<file path="config.mk">
export PLATFORM = sky130hd
export DESIGN_NAME = errcap_top
export DESIGN_NICKNAME = d
export VERILOG_FILES = /design/src/rtl/errcap_pkg.sv /design/src/rtl/errcap_thread.sv /design/src/rtl/errcap_summary.sv /design/src/rtl/errcap_top.sv
export SDC_FILE = /design/constraint.sdc
export NUM_CORES = 1
export LEC_CHECK = 0
export BUFFER_PORTS_ARGS = -buffer_cell sky130_fd_sc_hd__buf_2
export CAP_MARGIN = 20
export CORE_UTILIZATION = 35
export DETAILED_ROUTE_END_ITERATION = 10
export GPL_TIMING_DRIVEN = 0
export PLACE_DENSITY = 0.72
export SLEW_MARGIN = 20
export SYNTH_ARGS = -nofsm -noshare
export SYNTH_HDL_FRONTEND = slang
export SYNTH_SLANG_ARGS = --single-unit
</file>
<file path="constraint.sdc">
create_clock -name clk -period 5.3 [get_ports clk]
set_input_delay 0.795 -clock clk [delete_from_list [all_inputs] [get_ports clk]]
set_output_delay 0.795 -clock clk [all_outputs]
set_load 0.02 [all_outputs]
</file>
<file path="src/rtl/errcap_pkg.sv">
package errcap_pkg;

  // Slot of this status register inside each thread's pair of summary bits
  localparam int unsigned LANE_OFS = 1;

  // Summary / first-error bit position owned by a thread
  function automatic int unsigned sum_pos(input int unsigned base, input int unsigned thr);
    return base + 2 * thr + LANE_OFS;
  endfunction

  // What a thread record does in a given cycle
  typedef enum logic [1:0] {
    EV_NONE     = 2'd0,
    EV_CAPTURE  = 2'd1,
    EV_OVERFLOW = 2'd2,
    EV_WIPE     = 2'd3
  } thr_ev_e;

endpackage

</file>
<file path="src/rtl/errcap_thread.sv">
module errcap_thread
  import errcap_pkg::*;
#(
  parameter int unsigned TYPE_W = 4,
  parameter int unsigned ADDR_W = 10
) (
  input  logic              clk,
  input  logic              rst_n,
  input  logic              rpt_hit,
  input  logic              clr_hit,
  input  logic [TYPE_W-1:0] rpt_type,
  input  logic [ADDR_W-1:0] rpt_addr,
  output logic              full,
  output logic              multi,
  output logic              flag,
  output logic [TYPE_W-1:0] etype,
  output logic [ADDR_W-1:0] eaddr,
  output thr_ev_e           ev
);

  // Event decode: a report outranks a clear aimed at the same thread
  always_comb begin
    if (rpt_hit)      ev = full ? EV_OVERFLOW : EV_CAPTURE;
    else if (clr_hit) ev = EV_WIPE;
    else              ev = EV_NONE;
  end

  always_ff @(posedge clk) begin
    if (!rst_n) begin
      full  <= 1'b0;
      multi <= 1'b0;
      flag  <= 1'b0;
      etype <= '0;
      eaddr <= '0;
    end else begin
      unique case (ev)
        EV_CAPTURE: begin
          full  <= 1'b1;
          flag  <= 1'b0;
          etype <= rpt_type;
          eaddr <= rpt_addr;
        end
        EV_OVERFLOW: multi <= 1'b1;
        EV_WIPE: begin
          full  <= 1'b0;
          multi <= 1'b0;
          flag  <= 1'b0;
          etype <= '0;
          eaddr <= '0;
        end
        default: ;
      endcase
    end
  end

endmodule

</file>
<file path="src/rtl/errcap_summary.sv">
module errcap_summary
  import errcap_pkg::*;
#(
  parameter int unsigned NUM_THR  = 8,
  parameter int unsigned SUM_W    = 64,
  parameter int unsigned SUM_BASE = 48
) (
  input  logic               clk,
  input  logic               rst_n,
  input  logic [NUM_THR-1:0] set_vec,
  input  logic [NUM_THR-1:0] wipe_vec,
  output logic [SUM_W-1:0]   summary,
  output logic [SUM_W-1:0]   first_err,
  output logic               fe_wipe
);

  logic [NUM_THR-1:0] sum_q, sum_d;
  logic [NUM_THR-1:0] fe_q, fe_d;

  // A written value of 1 sets the bit (and its first-error copy if clear);
  // a written value of 0 clears it and may wipe the first-error view
  always_comb begin
    sum_d   = (sum_q & ~wipe_vec) | set_vec;
    fe_wipe = (|wipe_vec) && (sum_d == '0);
    fe_d    = fe_wipe ? '0 : (fe_q | set_vec);
  end

  always_ff @(posedge clk) begin
    if (!rst_n) begin
      sum_q <= '0;
      fe_q  <= '0;
    end else begin
      sum_q <= sum_d;
      fe_q  <= fe_d;
    end
  end

  // Spread the per-thread bits onto their positions in the wide views
  always_comb begin
    summary   = '0;
    first_err = '0;
    for (int unsigned t = 0; t < NUM_THR; t++) begin
      summary[sum_pos(SUM_BASE, t)]   = sum_q[t];
      first_err[sum_pos(SUM_BASE, t)] = fe_q[t];
    end
  end

endmodule

</file>
<file path="src/rtl/errcap_top.sv">
module errcap_top
  import errcap_pkg::*;
#(
  parameter int unsigned NUM_THR  = 8,
  parameter int unsigned TYPE_W   = 4,
  parameter int unsigned ADDR_W   = 10,
  parameter int unsigned SUM_W    = 64,
  parameter int unsigned SUM_BASE = 48,
  localparam int unsigned THR_W   = (NUM_THR > 1) ? $clog2(NUM_THR) : 1
) (
  input  logic                      clk,
  input  logic                      rst_n,
  input  logic                      rpt_vld,
  input  logic [THR_W-1:0]          rpt_thr,
  input  logic [TYPE_W-1:0]         rpt_type,
  input  logic [ADDR_W-1:0]         rpt_addr,
  input  logic [NUM_THR-1:0]        clr,
  output logic [NUM_THR-1:0]        thr_full,
  output logic [NUM_THR-1:0]        thr_multi,
  output logic [NUM_THR-1:0]        thr_flag,
  output logic [NUM_THR*TYPE_W-1:0] thr_type,
  output logic [NUM_THR*ADDR_W-1:0] thr_addr,
  output logic [SUM_W-1:0]          summary,
  output logic [SUM_W-1:0]          first_err
);

  // Named internal events, visible to the checker
  logic [NUM_THR-1:0] rpt_onehot;
  logic [NUM_THR-1:0] set_vec;
  logic [NUM_THR-1:0] wipe_vec;
  logic               fe_wipe;
  thr_ev_e            thr_ev [NUM_THR];

  assign rpt_onehot = rpt_vld ? (NUM_THR'(1) << rpt_thr) : '0;

  for (genvar t = 0; t < NUM_THR; t++) begin : g_thr
    errcap_thread #(
      .TYPE_W (TYPE_W),
      .ADDR_W (ADDR_W)
    ) u_thr (
      .clk      (clk),
      .rst_n    (rst_n),
      .rpt_hit  (rpt_onehot[t]),
      .clr_hit  (clr[t]),
      .rpt_type (rpt_type),
      .rpt_addr (rpt_addr),
      .full     (thr_full[t]),
      .multi    (thr_multi[t]),
      .flag     (thr_flag[t]),
      .etype    (thr_type[t*TYPE_W +: TYPE_W]),
      .eaddr    (thr_addr[t*ADDR_W +: ADDR_W]),
      .ev       (thr_ev[t])
    );
    assign set_vec[t]  = (thr_ev[t] == EV_CAPTURE) || (thr_ev[t] == EV_OVERFLOW);
    assign wipe_vec[t] = (thr_ev[t] == EV_WIPE);
  end

  errcap_summary #(
    .NUM_THR  (NUM_THR),
    .SUM_W    (SUM_W),
    .SUM_BASE (SUM_BASE)
  ) u_sum (
    .clk       (clk),
    .rst_n     (rst_n),
    .set_vec   (set_vec),
    .wipe_vec  (wipe_vec),
    .summary   (summary),
    .first_err (first_err),
    .fe_wipe   (fe_wipe)
  );

endmodule

</file>
== After elaboration in Yosys (flattened, before gate mapping) ==
Index checks and enable logic that the tools add are counted.
Word-level totals
  bits in registers: 144
  bits of input ports: 28
  output and inout bits: 264
  logic and storage cells: 149
Cells by class
  equality and inequality tests: 24
  shift operators: 1
  mux-type cells: 57
  bitwise gates (word level): 5
  reduce and logical (&&, ||, !) cells: 28
Operators by type and width (number)
  10-bit case mux with 2 select lines: 8
  4-bit case mux with 2 select lines: 8
  2-bit 2-to-1 mux: 24
  2-bit == test (second input constant): 16
  1-bit case mux with 2 select lines: 16
  2-bit nonzero test: 16
  2-bit by 1-bit == test with 1-bit output (second input constant): 8
  8-bit bitwise OR: 2
  8-bit bitwise AND: 1
  8-bit zero test: 1
  1-bit logical OR: 8
  8-bit 2-to-1 mux: 1
  8-bit NOT: 1
  8-bit OR reduction: 1
  1-bit by 3-bit << shifter with 8-bit output (first input constant): 1
  2-bit OR reduction: 1
  1-bit logical AND: 1
  1-bit NOT: 1

== Longest topological paths before layout ==
  depth after elaboration: 10
  depth in mapped cells: 11
  depth with buffers taken out: 8

== By module ==
From an unflattened synthesis, not the netlist that was laid out.
Unflattened totals
  cells, all modules: 786
  area, all modules: 7051.8 um^2
By module, submodules not included
  errcap_thread: times used 8, cells an instance 74, area an instance 676.9 um^2, seq. area each 320.3 um^2
  errcap_summary: times used 1, cells an instance 178, area an instance 1440.1 um^2, seq. area each 320.3 um^2
  errcap_top: times used 1, cells an instance 16, area an instance 196.4 um^2, seq. area each 0.0 um^2

== Least setup slack after synthesis ==
OpenSTA, ideal clock, no wires.
  kind: input to register
  from: in rpt_thr[2]
  to: reg u_sum.fe_q[0]
  library setup time: 0.129 ns
  arrival: 3.044 ns
  required time: 5.171 ns
  path slack: 2.127 ns
  stages on the path: 10
  path buffers: 3
  cells stage by stage: or4b_1 -> buf_2 -> mux2i_4 -> inv_4 -> buf_6 -> ha_1 -> a2111oi_0 -> and4_1 -> clkbuf_1 -> a21oi_1
On the way
  longest elaborated chain between the ends: 10
  elaborated cells on any way between the ends: 50
  those cells by class: 24 x eq/ne; 1 x shift; 9 x mux; 4 x bitwise; 12 x reduce/logical
RTL lines
  start, declared: RTL line errcap_top.sv:14  | input logic [THR_W-1:0] rpt_thr,
  1-bit by 3-bit << shifter with 8-bit output (*): RTL line errcap_top.sv:34  | assign rpt_onehot = rpt_vld ? (NUM_THR'(1) << rpt_thr) : '0;
  8-bit 2-to-1 mux (*): RTL line errcap_top.sv:34
  2-bit 2-to-1 mux: RTL line errcap_thread.sv:23  | if (rpt_hit) ev = full ? EV_OVERFLOW : EV_CAPTURE;
  2-bit == test: RTL line errcap_top.sv:55  | assign wipe_vec[t] = (thr_ev[t] == EV_WIPE);
  8-bit NOT: RTL line errcap_summary.sv:23  | sum_d = (sum_q & ~wipe_vec) | set_vec;
  8-bit bitwise AND: RTL line errcap_summary.sv:23
  8-bit bitwise OR: RTL line errcap_summary.sv:23
  8-bit zero test: RTL line errcap_summary.sv:24  | fe_wipe = (|wipe_vec) && (sum_d == '0);
  1-bit logical AND: RTL line errcap_summary.sv:24
  2-bit OR reduction (no line)
  end signal, assigned: RTL line errcap_summary.sv:31  | fe_q <= '0;
  end signal, assigned: RTL line errcap_summary.sv:34  | fe_q <= fe_d;
  end, declared: RTL line errcap_summary.sv:18  | logic [NUM_THR-1:0] fe_q, fe_d;
Every way passes the cells marked *; elsewhere a longest branch is shown, timed or not.
A chain may end at the register's enable or synchronous reset.

== Final worst setup path ==
  from: in rpt_thr[2]
  to: reg u_sum.fe_q[5]
The elaborated chain is that of the path after synthesis.

==> metrics.txt <==
status=complete, no violations; XOR/XNOR Fraction of Synth Area=0; Worst Max-Slew Pin Slew=0.767 ns; final setup violation count=0; design area=9220 µm²; Clock Path Buffers=2; top cell type's share of synthesized area=0.408; WHS Path Cells=2; Synth area leader=dfxtp_1; Crit Path Category=input pin to register; DRC=0; max-cap viol count=0; hold_buf cts=0; Routed WL=21400 µm; CP required=5.59 ns; RD Place Congestion=0.809; Worst Hold End=g_thr[0].u_thr.eaddr[6]; # fillers=1922; Routed Antenna Nets=0; Slew headroom=0.489; Mapped Cells=809; largest family of logic cells by synthesized area=buffers and inverters; CTS buffer count=17; flops & latches, synth=144; Global Route Usage Sum=0.201; EDFF count, synth=0; RSZ-0062 raised after global routing=false; CP Capture Type=register; VDD IR max=0.206 mV; die area=20800 µm²; Clock Skews=0.00940 ns; Placed Instance Area=8630 µm²; hpwl dp=16100 µm; vias in the first global route=5266; post-layout minimum cycle time=3.50 ns; FMAX=286 MHz; flop2flop setup slack=2.45 ns; post-synthesis adder-cell area fraction=0.0142; initial detailed-routing violation count=257; synth top area cells=dfxtp_1, buf_4, a21boi_0; die height=144 µm; Max H-tree Level=4; footprint of the multi-input gates=3270 µm²; Area growth syn-to-layout=30.3%; Resize count post-CTS=0; TritonRoute pass-1 iters=4; Leakage=0.00457 µW; CTS tree=done; clock latency on the worst-skew pair=0.42 ns; P per Cell Area=326 nW/µm²; Avg Inst Size Synth=8.74 µm²; worst r2r src=g_thr[4].u_thr.full; final net count=1139; Root Buffer=clkbuf_16; Sink Count=144; Rows=51; simple-gate share of the synthesized area=0.187; GRT overflow=0; via/cell ratio=4.40; commonest non-fill, non-tap cell in the layout=buf_2; Final Max Tran Viols=0; Core Region=19700 µm²; register area share after synthesis=0.408; average wire per standard cell=15.5 µm; layout cell share with drive strength beyond 1=0.333; Synth Warn #=0; commonest cells after routing, fill and taps aside=buf_2, dfxtp_1, buf_4; via count=6078; final hold vios=0; worst hold path class=register to register; I/O Buffers=156; async set-reset flop share out of synthesis=0; clock-pin slew on the worst setup and hold paths=0.06 ns; FF+latch area=2880 µm²; crit path max fanout=10; io pins=292; post-synthesis compound-gate area fraction=0.171; Worst R2R End=u_sum.fe_q[5]; CP startpoint kind=input pin; fin crit share=0.660; Synth cell types=35; Synth Flop Type=dfxtp_1; Hold Crit Start=g_thr[0].u_thr.eaddr[6]; mapped cell area=7070 µm²; Post-CTS Setup Inserts=0; Initial Utilization=0.360; R2R depth=9; Setup TNS Final=0 ns; antenna violations before repair=0; Worst EP arrival=3.78 ns; largest net degree at the start of global routing=17; multiplexer share of the synthesized area=0.0262; first-pass GRT wire length=30500 µm; die width=144 µm; Antenna diodes=0
==> report_power, final <==
| part | internal [µW] | leakage, µW | switching (µW) |
|---|---|---|---|
| registers | 1160 | 0.00119 | 40.6 |
| clock network | 699 | 0.000274 | 499 |
| logic | 221 | 0.00311 | 388 |
==> worst max path at each step <==
stage,from,cells past startpoint,end,slack (ns)
detailed placement,rpt_thr[2],12,u_sum.fe_q[2],1.37
global placement,rpt_thr[2],12,u_sum.fe_q[2],1.39
floorplan,rpt_thr[2],10,u_sum.fe_q[0],2.13
finish,rpt_thr[2],12,u_sum.fe_q[5],1.80
global route,rpt_thr[2],12,u_sum.fe_q[7],1.59
CTS,rpt_thr[2],12,u_sum.fe_q[2],1.81
==> sequential cells by signal, indices dropped and copies added (netlist names) <==
name               count
g_thr.u_thr.full       8
g_thr.u_thr.etype     32
u_sum.sum_q            8
g_thr.u_thr.multi      8
u_sum.fe_q             8
g_thr.u_thr.eaddr     80
==> cell families (layout without fill, tap and decap cells) <==
group / Yosys count / in the layout
fa+ha+maj: 8 / 8
other cells: 1 / 120
mux: 16 / 16
compound gates: 160 / 160
simple gates: 262 / 262
buf+inv: 218 / 406
flops: 144 / 144
==> through the flow <==
stage	setup WS [ns]	hold slack, ns	std cells	util	power (µW)
after CTS	1.81	0.457	1381	0.469	3030
after global placement	1.39	0.445	1349	0.439	1820
after global routing	1.59	0.473	1381	0.469	3130
final	1.80	0.452	1381	0.469	3000
after detailed placement	1.37	0.448	1349	0.439	1830
after floorplan	2.13	0.473	928	-	1660
==> area by class of cell <==
| cell class | count | area share |
|---|---|---|
| flip-flops and latches | 144 | 0.313 |
| inverters | 25 | 0.0105 |
| clock inverters | 14 | 0.0170 |
| multi-input cells | 566 | 0.355 |
| well taps | 265 | 0.0360 |
| clock buffers | 18 | 0.0466 |
| plain buffers | 193 | 0.138 |
| repair buffers | 156 | 0.0847 |
==> critical path, cell delays in order <==
cell and delay, ns:
buf_2 0.14, or4b_1 0.55, buf_2 0.19, mux2i_4 0.24, inv_4 0.12, buf_6 0.18
ha_1 0.41, nor2b_1 0.12, a2111oi_0 0.36, and4_1 0.24, clkbuf_1 0.32, a21oi_1 0.12
==> layer usage <==
layer	share of wire	track usage	routed length, µm	vias to the layer above
li1	-	-	-	3060
met1	0.41	0.235	8830	2777
met2	0.50	0.357	10700	222
met3	0.076	0.0576	1630	19
met4	0.011	0.0537	229	0
met5	0	0	0	-
==> Yosys cell counts (5+ instances only) <==
master	n
nand2_1	120
inv_1	22
ha_1	8
mux2_2	10
mux2i_1	5
o21ai_0	8
buf_2	10
o211a_1	16
a21boi_0	101
a21oi_1	21
a21boi_2	11
buf_1	6
clkbuf_1	37
nand3_1	91
nand3b_1	19
nor2b_1	8
dfxtp_1	144
nand3b_2	9
buf_4	138
No activity file was read; power rests on OpenSTA's default activity.
